File: config.mk
export PLATFORM = sky130hd
export DESIGN_NAME = mw_eeprom_reader
export DESIGN_NICKNAME = d
export VERILOG_FILES = /design/src/rtl/mw_eeprom_reader.sv
export SDC_FILE = /design/constraint.sdc
export NUM_CORES = 1
export LEC_CHECK = 0
export ABC_AREA = 1
export BUFFER_PORTS_ARGS = -buffer_cell sky130_fd_sc_hd__buf_2
export CAP_MARGIN = 20
export CORE_ASPECT_RATIO = 0.5
export CORE_MARGIN = 10
export CORE_UTILIZATION = 60
export DETAILED_ROUTE_END_ITERATION = 10
export GPL_TIMING_DRIVEN = 0
export PLACE_DENSITY = 0.76
export SYNTH_ARGS = -nofsm -noshare
export SYNTH_HDL_FRONTEND = slang
export SYNTH_SLANG_ARGS = --single-unit
File: constraint.sdc
create_clock -name clk -period 3.8 [get_ports clk]
set_clock_uncertainty 0.1 [all_clocks]
set_input_delay 0.38 -clock clk [delete_from_list [all_inputs] [get_ports clk]]
set_output_delay 0.38 -clock clk [all_outputs]
set_load 0.05 [all_outputs]
File: src/rtl/mw_eeprom_reader.sv
module mw_eeprom_reader #(
  parameter int CLK_MHZ    = 200,
  parameter int POLL_TRIES = 100,
  parameter int CNT_W      = 8
) (
  input  logic             clk,
  input  logic             rst_n,
  input  logic             start,
  input  logic [7:0]       base_addr,
  input  logic [CNT_W-1:0] word_cnt,
  input  logic             hs_en,
  input  logic             size_big,
  output logic             busy,
  output logic             done,
  output logic             word_valid,
  output logic [15:0]      word_data,
  output logic             req,
  input  logic             gnt,
  output logic             ee_cs,
  output logic             ee_sk,
  output logic             ee_di,
  input  logic             ee_do
);
  localparam int BIT_CYC  = 2 * CLK_MHZ;
  localparam int POLL_CYC = 5 * CLK_MHZ;
  localparam int TMR_W    = $clog2(POLL_CYC + 1);
  localparam int TRY_W    = $clog2(POLL_TRIES + 1);
  localparam logic [TMR_W-1:0] TMR_BIT  = TMR_W'(BIT_CYC - 1);
  localparam logic [TMR_W-1:0] TMR_POLL = TMR_W'(POLL_CYC - 1);
  localparam logic [TRY_W-1:0] TRY_LAST = TRY_W'(POLL_TRIES - 1);

  typedef enum logic [2:0] {IDLE, LAUNCH, ACQ, PRE, CSUP, LO, HI, CSOFF} st_t;

  st_t              st;
  logic [TMR_W-1:0] tmr;
  logic [TRY_W-1:0] tries;
  logic [7:0]       addr_q;
  logic [CNT_W-1:0] left;
  logic             hs_q, big_q;
  logic [26:0]      sh;
  logic [4:0]       bits;
  logic [15:0]      rx;

  wire        tmr_done   = (tmr == '0);
  wire [26:0] frame_init = big_q ? {3'b110, addr_q, 16'h0000}
                                 : {3'b110, addr_q[5:0], 18'h00000};

  always_ff @(posedge clk or negedge rst_n) begin
    if (!rst_n) begin
      st <= IDLE; tmr <= '0; tries <= '0; addr_q <= '0; left <= '0;
      hs_q <= 1'b0; big_q <= 1'b0; sh <= '0; bits <= '0; rx <= '0;
      busy <= 1'b0; done <= 1'b0; word_valid <= 1'b0; word_data <= '0;
      req <= 1'b0; ee_cs <= 1'b0; ee_sk <= 1'b0; ee_di <= 1'b0;
    end else begin
      done       <= 1'b0;
      word_valid <= 1'b0;
      if (!tmr_done) tmr <= tmr - 1'b1;
      case (st)
        IDLE: if (start) begin
          busy <= 1'b1; addr_q <= base_addr; left <= word_cnt;
          hs_q <= hs_en; big_q <= size_big; st <= LAUNCH;
        end
        LAUNCH: if (left == '0) begin
          busy <= 1'b0; done <= 1'b1; st <= IDLE;
        end else begin
          left <= left - 1'b1;
          sh   <= frame_init;
          bits <= big_q ? 5'd27 : 5'd25;
          if (hs_q) begin
            req <= 1'b1; tmr <= '0; tries <= '0; st <= ACQ;
          end else begin
            tmr <= TMR_BIT; st <= PRE;
          end
        end
        ACQ: if (tmr_done) begin
          if (gnt) begin
            tmr <= TMR_BIT; st <= PRE;
          end else if (tries == TRY_LAST) begin
            req <= 1'b0; word_data <= 16'hFFFF; word_valid <= 1'b1;
            addr_q <= addr_q + 8'd1; st <= LAUNCH;
          end else begin
            tries <= tries + 1'b1; tmr <= TMR_POLL;
          end
        end
        PRE: if (tmr_done) begin
          ee_cs <= 1'b1; tmr <= TMR_BIT; st <= CSUP;
        end
        CSUP: if (tmr_done) begin
          ee_di <= sh[26]; tmr <= TMR_BIT; st <= LO;
        end
        LO: if (tmr_done) begin
          ee_sk <= 1'b1; tmr <= TMR_BIT; st <= HI;
        end
        HI: if (tmr_done) begin
          ee_sk <= 1'b0;
          if (bits <= 5'd16) rx <= {rx[14:0], ee_do};
          sh   <= sh << 1;
          bits <= bits - 5'd1;
          tmr  <= TMR_BIT;
          if (bits == 5'd1) begin
            ee_cs <= 1'b0; ee_di <= 1'b0; st <= CSOFF;
          end else begin
            ee_di <= sh[25]; st <= LO;
          end
        end
        CSOFF: if (tmr_done) begin
          req <= 1'b0; word_data <= rx; word_valid <= 1'b1;
          addr_q <= addr_q + 8'd1; st <= LAUNCH;
        end
        default: st <= IDLE;
      endcase
    end
  end
endmodule

==> reports/results.txt <==
Leak: 0.003146 µW
Clk slew on worst S/H paths: 0.07 ns
Largest net degree at the start of global routing: 59
CTS Root Cell: clkbuf_16
First-pass GRT wire length: 21,100 µm
Worst EP required: 3.93 ns
Cell variety after synth: 42
Routability cong.: 0.9196
1st-iter DRT viols: 321
Status: completed
Initial antenna violation count: 0
Synth area leader: dfrtp_1
Synth warn: 0
Setup violators final: 0
Worst Hold Class: input pin to flip-flop
Die height: 86.51 µm
Vias in the first global route: 4,425
Final TNS setup: 0 ns
Data arrival time of the worst path: 2.46 ns
RSZ-0062 raised after global routing: no
Worst path cell trace: inv_1, ha_1, inv_1, nor2_1, nand2_1, nor2_2, inv_1, nand2_1, nand2_1, buf_2, o211ai_1, o21ai_1
Row cnt: 24
Cell Pwr Density: 865.3 nW/µm²
Worst-Margin Slew: 0.5996 ns
Final cycle utilization of the critical path: 0.6135
Sequential area share after synthesis: 0.4385
Most common cell after layout, fill and taps aside: nand2_1
Reg power frac: 0.298
Clock share of power: 0.171
Fin nets: 773
Die width: 153.0 µm
Clock Path Buffers: 2
Slew Limit Fails: 0
Combinational power share: 0.532
Hold_buf cts: 1
Routed vias: 4,642
Yosys top cell area share: 0.4385
CTS buffer count: 9
Drt wl/cell: 14.11 µm
Ratio of cells with drive above 1 in the final layout: 0.1850
Pre-antenna DRT Iters: 5
Post-CTS setup buffer count: 0
CTS resizes: 0
IO Count: 46
Syn Inst Count: 683
DP HPWL: 9023 µm
Syn-to-layout area delta: 13.27%
Cell Count, Final, Fillers Out: 863
Fmax achieved: 428.9 MHz
DRC: 0
Antenna cells: 0
Clock sink count: 93
Slowest cell on the critical path: dfrtp_1
Vias per cell: 5.379
VDD IR max: 0.5634 mV
CP max FO: 10
Switch share: 0.4891
Reported max-cap violation count: 0
GRT Overall Usage: 0.1893
Crit. End Element: flip-flop
Seq cells post-synth: 93
Worst Setup Start Kind: flip-flop
I/O Buffers: 45
Inst Count DP: 846
Min cycle time layout: 2.331 ns
Psw: 2544 µW
Relative slew slack: 0.5972
Total die area: 13,240 µm²
Most frequent cells in the layout: nand2_1, dfrtp_1, nand3_1, nor2_1, inv_1
Final hold viol count: 0
Initial Utilization: 0.6137
Final ANT Viol Nets: 0
Clock H-tree levels: 3
Total global routing overflow: 0
Core area: 8648 µm²
Area of the mapped netlist: 5308 µm²
Post-Syn Nets: 715
Synthesized area per cell: 7.771 µm²
Critical path class: flip-flop to flip-flop
CTS tree: done
Synth area leaders: dfrtp_1, nand2_1, nand3_1, nor2_1, inv_1
Worst skew pair latency: 0.35 ns
Slowest stage delay, CP: 0.38 ns
Int Power: 2658 µW
Routed WL: 12,180 µm
==> sequential cells by signal, summed over array words and instances, names as in the netlist <==
register,flops
word_data,16
sh,11
addr_q,8
ee_cs,1
ee_sk,1
done,1
word_valid,1
hs_q,1
ee_di,1
tmr,10
bits,5
rx,16
req,1
busy,1
big_q,1
st,3
tries,7
left,8
==> synth_stat cells <==
cell      count
buf_4         2
a31oi_1       4
nand2_1     193
buf_6         5
mux2i_1       1
a21o_1        1
nand2_4       5
buf_1         1
a22oi_1       2
nor3b_1       1
o21ai_2      19
ha_1          9
inv_4         3
o21ai_1       4
o21a_1        5
o21ai_0      37
a41oi_1       1
nand4_1       7
xor2_1        9
a21oi_2       1
buf_2         8
o22ai_1       2
nand3_4       2
xnor2_1       1
a21oi_1       7
nor2_1       68
clkbuf_1      6
o211ai_1     11
nor3_1        6
nand3_1      73
nand2_2      17
inv_1        61
o21bai_1      1
or2_2         2
nand3b_1      3
nor2_2        1
nor2_4        2
nand3_2       1
nor3_4        1
dfrtp_1      93
inv_2         5
nor2_8        2
==> area by class of cell <==
cell class | count | area [µm²]
Fill cell | 758 | 2636
Multi-Input combinational cell | 499 | 2576
Tap cell | 117 | 146.4
Timing Repair Buffer | 47 | 265.3
Sequential cell | 93 | 2327
Clock inverter | 6 | 53.80
Inverter | 69 | 266.5
Clock buffer | 10 | 239.0
Buffer | 22 | 137.6
==> critical path: cells and delay by family (launching register included) <==
family	cells	cell delay, ns
DFF	1	0.38
and+or+nand+nor	5	0.89
adders and majority gates	1	0.17
AOI/OAI and AO/OA	2	0.19
buffers and inverters	4	0.51
==> worst paths after layout <==
| path | start | to | slack, ns | cells past startpoint |
|---|---|---|---|---|
| max | left[0] | left[1] | 1.47 | 12 |
| min | size_big | big_q | 0.16 | 3 |
| max reg2reg | left[0] | left[1] | 1.47 | 12 |
| min reg2reg | busy | busy | 0.38 | 2 |
| max in group asynchronous | rst_n | left[2] | 2.52 | 3 |
| min in group asynchronous | rst_n | word_data[0] | 0.43 | 2 |
==> per-layer routing <==
metal	track usage	routed length, µm	vias up
met2	0.2877	5306	109
li1	-	-	2326
met5	0	0	-
met3	0.05388	775	10
met1	0.2614	6007	2197
met4	0.04819	90	0
==> power by group through the flow <==
stage               Combinational, µW  Sequential, µW  Clock (µW)
finish                           2770            1550         888
global route                     3100            1590         948
CTS                              2770            1550         907
detailed placement               2750            1560           0
global placement                 2690            1550           0
floorplan                        1790            1890           0
==> cells by family (layout without fill, tap and decap cells) <==
group	count (synthesis)	count (layout)	share of synthesized area
XOR/XNOR	10	10	0.01650
AO/OA/AOI/OAI	95	95	0.1153
multiplexers	1	1	0.001886
AND/OR/NAND/NOR	384	384	0.3305
flip-flops	93	93	0.4385
adder cells (fa/ha/maj)	9	9	0.02122
buffers and inverters	91	154	0.07614
==> per-stage QoR <==
stage	worst slack (ns)	utilization	total power [µW]	hold WS [ns]	instance area [µm²]
2_1_floorplan	1.948	-	3679	-0.01559	5308
3_3_place_gp	1.324	0.6567	4236	0.3529	5679
3_5_place_dp	1.530	0.6602	4315	0.2693	5709
4_1_cts	1.510	0.6952	5227	0.1466	6012
5_1_grt	1.274	0.6952	5638	0.1718	6012
6_report	1.469	0.6952	5202	0.1569	6012
(Power assumes the default switching activity.)
